## config.mk

```make
export PLATFORM = sky130hd
export DESIGN_NAME = miss_entry
export DESIGN_NICKNAME = d
export VERILOG_FILES = /design/src/rtl/miss_entry.sv
export SDC_FILE = /design/constraint.sdc
export NUM_CORES = 1
export LEC_CHECK = 0
export BUFFER_PORTS_ARGS = -buffer_cell sky130_fd_sc_hd__buf_2
export CORE_ASPECT_RATIO = 0.6
export CORE_MARGIN = 2
export CORE_UTILIZATION = 40
export DETAILED_ROUTE_END_ITERATION = 8
export SETUP_SLACK_MARGIN = 0.02
export SLEW_MARGIN = 30
export SYNTH_ARGS = -nofsm -noshare
export SYNTH_HDL_FRONTEND = slang
export SYNTH_SLANG_ARGS = --single-unit
```

## constraint.sdc

```tcl
create_clock -name clk -period 5.6 [get_ports clk]
set_clock_uncertainty 0.1 [all_clocks]
set_input_delay 0.56 -clock clk [delete_from_list [all_inputs] [get_ports clk]]
set_output_delay 0.56 -clock clk [all_outputs]
set_load 0.03 [all_outputs]
```

## src/rtl/miss_entry.sv

```systemverilog
module miss_entry #(
  parameter int ADDR_W = 32,
  parameter int ORD_W  = 8,
  parameter int DEPTH  = 4,
  localparam int CW = $clog2(DEPTH + 1),
  localparam int IW = $clog2(DEPTH)
) (
  input  logic              clk,
  input  logic              rst_n,
  input  logic              alloc_valid,
  input  logic [ADDR_W-1:0] alloc_addr,
  input  logic [1:0]        alloc_cmd,
  input  logic              alloc_excl,
  input  logic              alloc_fwd,
  input  logic [ORD_W-1:0]  alloc_order,
  input  logic              add_valid,
  input  logic [1:0]        add_cmd,
  input  logic              add_excl,
  input  logic [ORD_W-1:0]  add_order,
  input  logic              issue_valid,
  output logic              issue_release,
  input  logic              ds_pend,
  input  logic              snoop_valid,
  input  logic              snoop_excl,
  input  logic              snoop_express,
  input  logic [ORD_W-1:0]  snoop_order,
  output logic              snoop_handled,
  output logic              snoop_shared,
  output logic              snoop_inhibit,
  output logic              snoop_supply_excl,
  input  logic              fill_valid,
  input  logic              fill_shared_in,
  output logic              fill_shared_out,
  input  logic              pop_valid,
  input  logic              promote_valid,
  input  logic              release_valid,
  output logic              busy,
  output logic              in_service,
  output logic              pend_inv,
  output logic              pend_shared,
  output logic              full,
  output logic              err,
  output logic [ADDR_W-1:0] entry_addr,
  output logic [ORD_W-1:0]  entry_order,
  output logic [CW-1:0]     prim_count,
  output logic [CW-1:0]     def_count,
  output logic              head_valid,
  output logic [1:0]        head_cmd,
  output logic              head_excl,
  output logic              head_cpu,
  output logic [ORD_W-1:0]  head_order
);

  typedef struct packed {
    logic [1:0]       cmd;
    logic             ex;
    logic             cpu;
    logic [ORD_W-1:0] ord;
  } tgt_t;

  localparam logic [1:0]    C_RD  = 2'd0;
  localparam logic [1:0]    C_RDX = 2'd1;
  localparam logic [1:0]    C_UPG = 2'd2;
  localparam logic [CW-1:0] ONE   = CW'(1);

  function automatic tgt_t fix_upg(tgt_t t);
    tgt_t r = t;
    if (r.cmd == C_UPG) r.cmd = C_RDX;
    return r;
  endfunction

  tgt_t pq [DEPTH];
  tgt_t dq [DEPTH];
  tgt_t pq_n [DEPTH];
  tgt_t dq_n [DEPTH];
  tgt_t nt;

  logic [CW-1:0] pn, dn, pn_n, dn_n;
  logic [CW:0]   tot;
  logic p_nx, p_up, d_nx, d_up, p_nx_n, p_up_n, d_nx_n, d_up_n;
  logic vld, insvc, fwd, pinv, psh, err_q;
  logic vld_n, insvc_n, fwd_n, pinv_n, psh_n, err_n;
  logic [ADDR_W-1:0] addr_q, addr_n;
  logic [ORD_W-1:0]  ord_q, ord_n;
  logic to_def, fsh;

  assign tot  = {1'b0, pn} + {1'b0, dn};
  assign full = (tot == (CW+1)'(DEPTH));

  always_comb begin
    pq_n = pq;  dq_n = dq;  pn_n = pn;  dn_n = dn;
    p_nx_n = p_nx;  p_up_n = p_up;  d_nx_n = d_nx;  d_up_n = d_up;
    vld_n = vld;  insvc_n = insvc;  fwd_n = fwd;  pinv_n = pinv;  psh_n = psh;
    err_n = err_q;  addr_n = addr_q;  ord_n = ord_q;
    nt = '0;  to_def = 1'b0;  fsh = 1'b0;
    issue_release = 1'b0;  snoop_handled = 1'b0;  snoop_shared = 1'b0;
    snoop_inhibit = 1'b0;  snoop_supply_excl = 1'b0;  fill_shared_out = 1'b0;
    if (!vld) begin
      if (alloc_valid) begin
        vld_n = 1'b1;  addr_n = alloc_addr;  ord_n = alloc_order;  fwd_n = alloc_fwd;
        insvc_n = 1'b0;  pinv_n = 1'b0;  psh_n = 1'b0;
        nt.cmd = alloc_cmd;  nt.ex = alloc_excl;  nt.cpu = 1'b1;  nt.ord = alloc_order;
        pq_n[0] = nt;  pn_n = ONE;  dn_n = '0;
        p_nx_n = alloc_excl;  p_up_n = (alloc_cmd == C_UPG);
        d_nx_n = 1'b0;  d_up_n = 1'b0;
      end
    end else if (issue_valid) begin
      if (!insvc) begin
        if (fwd) begin
          issue_release = 1'b1;
          pn_n = '0;
        end else begin
          insvc_n = 1'b1;
        end
      end
    end else if (snoop_valid) begin
      if (!insvc || (snoop_express && ds_pend)) begin
        if (snoop_excl) begin
          for (int i = 0; i < DEPTH; i++) begin
            if (p_up && i < int'(pn)) pq_n[i] = fix_upg(pq[i]);
            if (d_up && i < int'(dn)) dq_n[i] = fix_upg(dq[i]);
          end
          p_up_n = 1'b0;
          d_up_n = 1'b0;
        end
      end else begin
        snoop_handled = 1'b1;
        if (snoop_excl) begin
          for (int i = 0; i < DEPTH; i++)
            if (d_up && i < int'(dn)) dq_n[i] = fix_upg(dq[i]);
          d_up_n = 1'b0;
        end
        if (!pinv) begin
          if (p_nx || snoop_excl) begin
            nt.cmd = snoop_excl ? C_RDX : C_RD;
            nt.ex  = snoop_excl;
            nt.cpu = 1'b0;
            nt.ord = snoop_order;
            pq_n[pn[IW-1:0]] = nt;
            pn_n = pn + ONE;
            snoop_inhibit     = p_nx;
            snoop_supply_excl = p_nx;
            if (snoop_excl) pinv_n = 1'b1;
          end else begin
            psh_n = 1'b1;
            snoop_shared = 1'b1;
          end
        end
      end
    end else if (fill_valid) begin
      fsh = fill_shared_in | psh;
      fill_shared_out = fsh;
      if (!fsh && !pinv && d_nx) begin
        for (int i = 0; i < DEPTH; i++)
          if (i >= int'(pn) && i < int'(pn) + int'(dn)) pq_n[i] = dq[i - int'(pn)];
        pn_n = pn + dn;
        dn_n = '0;
        p_nx_n = 1'b1;
        p_up_n = p_up | d_up;
        d_nx_n = 1'b0;
        d_up_n = 1'b0;
      end
    end else if (promote_valid) begin
      if (pn == '0 && dn != '0) begin
        pq_n = dq;
        pn_n = dn;
        dn_n = '0;
        p_nx_n = d_nx;  p_up_n = d_up;
        d_nx_n = 1'b0;  d_up_n = 1'b0;
        pinv_n = 1'b0;  psh_n = 1'b0;  insvc_n = 1'b0;
        ord_n = dq[0].ord;
      end
    end else if (add_valid) begin
      if (!full) begin
        nt.cmd = add_cmd;  nt.ex = add_excl;  nt.cpu = 1'b1;  nt.ord = add_order;
        to_def = insvc && (dn != '0 || pinv || (!p_nx && add_excl));
        if (to_def) begin
          dq_n[dn[IW-1:0]] = nt;
          dn_n = dn + ONE;
          d_nx_n = d_nx | add_excl;
          d_up_n = d_up | (add_cmd == C_UPG);
        end else begin
          pq_n[pn[IW-1:0]] = nt;
          pn_n = pn + ONE;
          p_nx_n = p_nx | add_excl;
          p_up_n = p_up | (add_cmd == C_UPG);
        end
      end
    end else if (pop_valid) begin
      if (pn != '0) begin
        for (int i = 0; i < DEPTH - 1; i++) pq_n[i] = pq[i+1];
        pn_n = pn - ONE;
      end
    end else if (release_valid) begin
      if (pn == '0 && dn == '0) begin
        vld_n = 1'b0;  insvc_n = 1'b0;  pinv_n = 1'b0;  psh_n = 1'b0;
      end else begin
        err_n = 1'b1;
      end
    end
  end

  always_ff @(posedge clk or negedge rst_n) begin
    if (!rst_n) begin
      for (int i = 0; i < DEPTH; i++) begin
        pq[i] <= '0;
        dq[i] <= '0;
      end
      pn <= '0;  dn <= '0;
      p_nx <= 1'b0;  p_up <= 1'b0;  d_nx <= 1'b0;  d_up <= 1'b0;
      vld <= 1'b0;  insvc <= 1'b0;  fwd <= 1'b0;  pinv <= 1'b0;  psh <= 1'b0;
      err_q <= 1'b0;  addr_q <= '0;  ord_q <= '0;
    end else begin
      pq <= pq_n;  dq <= dq_n;  pn <= pn_n;  dn <= dn_n;
      p_nx <= p_nx_n;  p_up <= p_up_n;  d_nx <= d_nx_n;  d_up <= d_up_n;
      vld <= vld_n;  insvc <= insvc_n;  fwd <= fwd_n;  pinv <= pinv_n;  psh <= psh_n;
      err_q <= err_n;  addr_q <= addr_n;  ord_q <= ord_n;
    end
  end

  assign busy        = vld;
  assign in_service  = insvc;
  assign pend_inv    = pinv;
  assign pend_shared = psh;
  assign err         = err_q;
  assign entry_addr  = addr_q;
  assign entry_order = ord_q;
  assign prim_count  = pn;
  assign def_count   = dn;
  assign head_valid  = (pn != '0);
  assign head_cmd    = pq[0].cmd;
  assign head_excl   = pq[0].ex;
  assign head_cpu    = pq[0].cpu;
  assign head_order  = pq[0].ord;

  a_r4_one_op: assert property (@(posedge clk) disable iff (!rst_n)
    $countones({alloc_valid, add_valid, issue_valid, snoop_valid, fill_valid,
                pop_valid, promote_valid, release_valid}) <= 1);
  a_r4_no_overflow: assert property (@(posedge clk) disable iff (!rst_n)
    tot <= (CW+1)'(DEPTH));
  a_r4_snoop_room: assert property (@(posedge clk) disable iff (!rst_n)
    (vld && snoop_valid) |-> !full);
  a_r3_defer_needs_service: assert property (@(posedge clk) disable iff (!rst_n)
    (dn != '0) |-> insvc);
  a_r8_inv_needs_service: assert property (@(posedge clk) disable iff (!rst_n)
    pinv |-> insvc);
  a_r8_inhibit_records: assert property (@(posedge clk) disable iff (!rst_n)
    (vld && snoop_valid && snoop_inhibit) |=> (pn == $past(pn) + ONE));
  a_r7_shared_remembered: assert property (@(posedge clk) disable iff (!rst_n)
    (vld && snoop_valid && snoop_shared) |=> psh);
  a_r5_fwd_empties: assert property (@(posedge clk) disable iff (!rst_n)
    issue_release |=> (pn == '0 && !insvc));
  a_r10_promote_clears: assert property (@(posedge clk) disable iff (!rst_n)
    (vld && promote_valid && pn == '0 && dn != '0) |=> (dn == '0 && !pinv && !psh && !insvc));
  a_r12_err_sticky: assert property (@(posedge clk) disable iff (!rst_n)
    err_q |=> err_q);

endmodule

```

# ---- After elaboration in Yosys (flattened, before gate mapping)
# Cells that the tools add are included.
dict set report word_totals {
  register_bits 152
  inputBits 77
  out_inout_bits 71
  wordCells 467
}
dict set report classes {
  add_sub_neg 10
  magnitude_cmp 24
  n_eq_ne 101
  n_mux 202
  bitwise_logic 21
  n_reduce_logical 63
}
# op count
set ops {}
lappend ops {{$mux W48} 19}
lappend ops {{$mux W12} 25}
lappend ops {{$bwmux W48} 3}
lappend ops {{$ge A32 B3 Y1 const B} 4}
lappend ops {{$not A32 Y32} 4}
lappend ops {{$mux W36} 3}
lappend ops {{$mux W1} 102}
lappend ops {{$bmux W12 S2} 4}
lappend ops {{$mux W3} 29}
lappend ops {{$mux W8} 7}
lappend ops {{$ne A4 B4 Y1 const B} 14}
lappend ops {{$ne A4 B3 Y1 const B} 13}
lappend ops {{$demux W12 S2} 2}
lappend ops {{$reduce_and A12 Y1} 4}
lappend ops {{$ne A3 B2 Y1 const B} 15}
lappend ops {{$reduce_and A14 Y1} 3}
lappend ops {{$reduce_and A10 Y1} 4}
lappend ops {{$reduce_and A8 Y1} 5}
lappend ops {{$lt A1 B32 Y1 const A} 1}
lappend ops {{$lt A2 B32 Y1 const A} 1}
lappend ops {{$lt A3 B32 Y1 const A} 1}
lappend ops {{$ne A7 B7 Y1 const B} 4}
lappend ops {{$ne A3 B3 Y1 const B} 9}
lappend ops {{$reduce_and A9 Y1} 3}
lappend ops {{39 further kinds} 142}

# ---- Longest topological paths before layout
dict set report logic_depth {
  ltp_word 14
  mapped_depth 12
  ltp_nobuf 10
}

# ---- Worst setup path after synthesis
# No wires, ideal clock.
dict set report synth_timing {
  path_type {register to register}
  from {reg pn[1], in the netlist prim_count[1]}
  to {reg dq[14] in the netlist's numbering}
  setup_time_ps 125
  t_arrival_ps 3545
  required_ps 5375
  slack_ps 1831
  path_stages_with_launch 12
  path_buffers 3
  synth_period_minus_slack_ps 3769
  cell_sequence {dfrtp_1 clkbuf_1 clkbuf_1 inv_1 fa_1 nand2b_1 a2111o_1 inv_1 nor4_2 nand2_1 buf_2 mux2_2}
}
dict set report synth_between {
  elab_chain_cells 4
}
# item line
set synth_lines {}
lappend synth_lines {{start, declared} 78} ;# logic [CW-1:0] pn, dn, pn_n, dn_n;
lappend synth_lines {{start signal, assigned} 214} ;# pq <= pq_n; dq <= dq_n; pn <= pn_n; dn <= dn_n;
lappend synth_lines {{$add A3 B3 Y4} 87} ;# assign tot = {1'b0, pn} + {1'b0, dn};
lappend synth_lines {{$eq A4 B3 Y1} 88} ;# assign full = (tot == (CW+1)'(DEPTH));
lappend synth_lines {{net full} 41} ;# output logic full,
lappend synth_lines {{$not A1 Y1 (no source line)} --}
lappend synth_lines {{$reduce_and A8 Y1 (no source line)} --}
lappend synth_lines {{end signal, assigned} 214}
lappend synth_lines {{end, declared} 73} ;# tgt_t dq [DEPTH];
# The timed path passes the listed nets, and every way through them passes these cells.
# A chain may end at the register's enable or synchronous reset.

# ---- Worst setup path after layout
dict set report layout_timing {
  from {reg pn[1], in the netlist prim_count[1]}
  to {reg dq[5] in the netlist's numbering}
}
dict set report layout_between {
  elab_chain_cells 4
}
# item line
set layout_lines {}
lappend layout_lines {{$add A3 B3 Y4} 87}
lappend layout_lines {{$eq A4 B3 Y1} 88}
lappend layout_lines {{$not A1 Y1 (no source line)} --}
lappend layout_lines {{$reduce_and A8 Y1 (no source line)} --}
# No other way between the ends.

==> impl_metrics.py <==
metrics = {
    "global_route": {
        "grt_max_degree": 63,
        "grtUsageMet3": 0.1307,
        "grt_first_pass_wirelength_um": 53900,
        "gr-total-overflow": 0,
        "grt_pass1_vias": 8361,
        "track_usage": 0.2710,
        "grtUsageMet2": 0.3350,
        "use_met1": 0.4185,
        "antenna_found_initial": 0,
        "grt_busiest_layer": "met1",
    },
    "floorplanning": {
        "io_pins": 148,
        "start_util": 0.4100,
        "rows": 44,
        "core-area_um2": 24330,
        "die_x_um": 207.9,
        "die_area_um2": 26260,
        "die_h_um": 126.3,
    },
    "clocking": {
        "clock_path_buffers": 2,
        "cts_max_level": 4,
        "cts_tree": "built",
        "root_buffer": "clkbuf_16",
        "clock_sinks": 152,
        "clkLatencyLatePin_ns": 0.44,
        "cts_buffers": 17,
        "post_cts_buffers": 0,
        "path_clk_slew_ns": 0.07,
    },
    "setup_path": {
        "cp_cell_sequence": "buf_4 -> inv_1 -> fa_1 -> nand2b_1 -> a2111o_1 -> inv_1 -> nor4_2 -> buf_4 -> and2_1 -> mux2_2",
        "slowest_stage": "and2_1",
        "r2r_slack_ns": 1.79,
        "critPathRequiredTime_ns": 5.82,
        "critical_path_arrival_ns": 4.04,
        "end_kind": "flop",
        "critPathMaxStageDelay_ns": 0.66,
        "critPathKind": "flop to flop",
        "crit_fanout": 30,
        "start_kind": "flop",
    },
    "timing": {
        "fin_setup_tns_ns": 0,
        "period_share": 0.6805,
        "rsz0062_at_grt": "false",
        "hold_viol": 0,
        "fin_crit_ns": 3.811,
        "relSlewSlack": 0.4403,
        "setup_viol": 0,
        "hold_ws_ns": 0.2054,
        "drv_slew": 0,
        "fmax_mhz": 262.4,
        "worst_pin_slew_ns": 0.8396,
    },
    "logic_synthesis": {
        "netlist_top_cells_count": "nand2_1 (193), dfrtp_1 (152), a21oi_1 (84)",
        "synthCells": 1043,
        "synth_edf_count": 0,
        "yosys_warnings": 0,
        "yosysSeqAreaShare": 0.3812,
        "yosysTopAreaCell": "dfrtp_1",
        "yosys_most_used_dff": "dfrtp_1",
        "synth_top_cells_by_area": "dfrtp_1 (38%), mux4_2 (10%), nand2_1 (7.3%)",
        "ys_types": 74,
        "yosysTopAreaCellShare": 0.3812,
        "synthesis.area_um2": 9977,
        "yosysMostFrequentCell": "nand2_1",
        "avgSynthCellArea_um2": 9.566,
        "async_flop_share": 1.000,
        "ys_ff_latch": 152,
        "syn_nets": 1135,
    },
    "power_and_ir_drop": {
        "ir_drop_mv": 0.2155,
        "leakage_uw": 0.005186,
        "power_density_nw_per_um2": 457.4,
        "p_total_uw": 5236,
    },
    "detailed_routing": {
        "route.detailed.drc": 0,
        "drt_pass1_iterations": 5,
        "via_count": 9011,
        "post_drt_wl_per_cell_um": 23.98,
        "drtIter0Drc": 1078,
        "vias_per_cell": 6.117,
        "detail-route-antenna-nets": 0,
        "wl_um": 35320,
    },
    "placed_design": {
        "dp_hpwl_um": 25480,
        "port_buffers": 147,
        "routabilityCongestion": 0.9156,
        "placed_cell_area_um2": 10850,
    },
    "cells_and_area": {
        "drive_above_1_share": 0.2893,
        "layout.nets": 1230,
        "syn_to_final_growth_pct": 14.74,
        "fin_area_um2": 11450,
        "n_antenna_cell": 0,
    },
    "min_path": {
        "hold_path.class": "primary input to flop",
    },
    "flow_run": {
        "cap_violations": 0,
    },
    "run_status": {
        "status": "completed",
    },
}
-- kinds of logic after synthesis --
| logic type | synth area share |
|---|---|
| DFF | 0.3812 |
| muxes | 0.1953 |
| xor gates and xnor gates | 0.0008780 |
| and+or+nand+nor | 0.1599 |
| adders and majority gates | 0.01956 |
| buffers and inverters | 0.05305 |
| AOI/OAI and AO/OA | 0.1901 |
-- final timing paths --
path / from / to / cells past startpoint
worst max-delay path: prim_count[1] / dq[5] / 10
worst min-delay path: alloc_addr[23] / entry_addr[23] / 3
worst max register to register: prim_count[1] / dq[5] / 10
worst min register to register: err / err / 1
max in group asynchronous: rst_n / entry_addr[2] / 3
min in group asynchronous: rst_n / dq[36] / 2
-- power by group --
group | total, uW | switching, uW | internal (uW)
Sequential | 1860 | 415 | 1440
Clock | 1160 | 532 | 628
Combinational | 2220 | 1300 | 921
Total | 5240 | 2240 | 2990
-- sequential cells by signal, indices dropped and copies added (netlist names), 2 cells and up --
| signal | cells |
|---|---|
| entry_order | 8 |
| prim_count | 3 |
| entry_addr | 32 |
| dq | 48 |
| pq | 36 |
| head_order | 8 |
| head_cmd | 2 |
| def_count | 3 |
-- critical path, delay by kind of cell (launching register included) --
family / cells / cell delay (ns)
AO/OA/AOI/OAI: 1 / 0.21
adder cells (fa/ha/maj): 1 / 0.62
buffers and inverters: 4 / 0.94
flip-flops: 1 / 0.32
multiplexers: 1 / 0.42
AND/OR/NAND/NOR: 3 / 1.08
-- layout make-up --
cell class	count	area (um^2)
clock inverters	15	152.6
repair buffers	168	902.1
clock buffers	17	425.4
inverters	28	105.1
multi-input cells	771	5654
well taps	322	402.9
flip-flops and latches	152	3805
fillers	2320	12890
-- routing by layer --
metal | share of wire | vias up
met5 | 0 | -
met4 | 0.011 | 0
met3 | 0.15 | 35
met2 | 0.37 | 606
met1 | 0.47 | 4367
li1 | - | 4003
-- cell usage in the layout (no fill, tap or decap), drive strengths merged, types with 3 or more instances in the layout --
master	n
o21ai	59
nand3	14
a211oi	6
a31oi	34
and2	3
a21o	4
buf	167
mux4	46
clkbuf	17
a22o	11
and3	13
nand2	194
clkinvlp	3
a22oi	21
o211ai	7
a221oi	5
or2	5
a32oi	4
nor2b	17
nand2b	14
a21oi	87
o31ai	4
nor3b	3
inv	37
nor3	10
ha	14
o22ai	3
or3	4
dfrtp	152
nor2	57
mux2i	18
a221o	10
o221ai	13
mux2	62
-- repair_timing --
| item | in CTS | in global routing |
|---|---|---|
| gates resized for setup | 0 | 0 |
| endpoints found under the hold margin | 48 | 0 |
| hold buffers | 1 | 0 |
-- through the flow --
| step | worst slack [ns] | cells | utilization |
|---|---|---|---|
| 2_1_floorplan | 1.831 | 1043 | - |
| 3_3_place_gp | 1.725 | 1439 | 0.4458 |
| 3_5_place_dp | 1.812 | 1439 | 0.4459 |
| 4_1_cts | 1.796 | 1472 | 0.4700 |
| 5_1_grt | 1.610 | 1473 | 0.4704 |
| 6_report | 1.789 | 1473 | 0.4704 |
(Power assumes the default switching activity.)
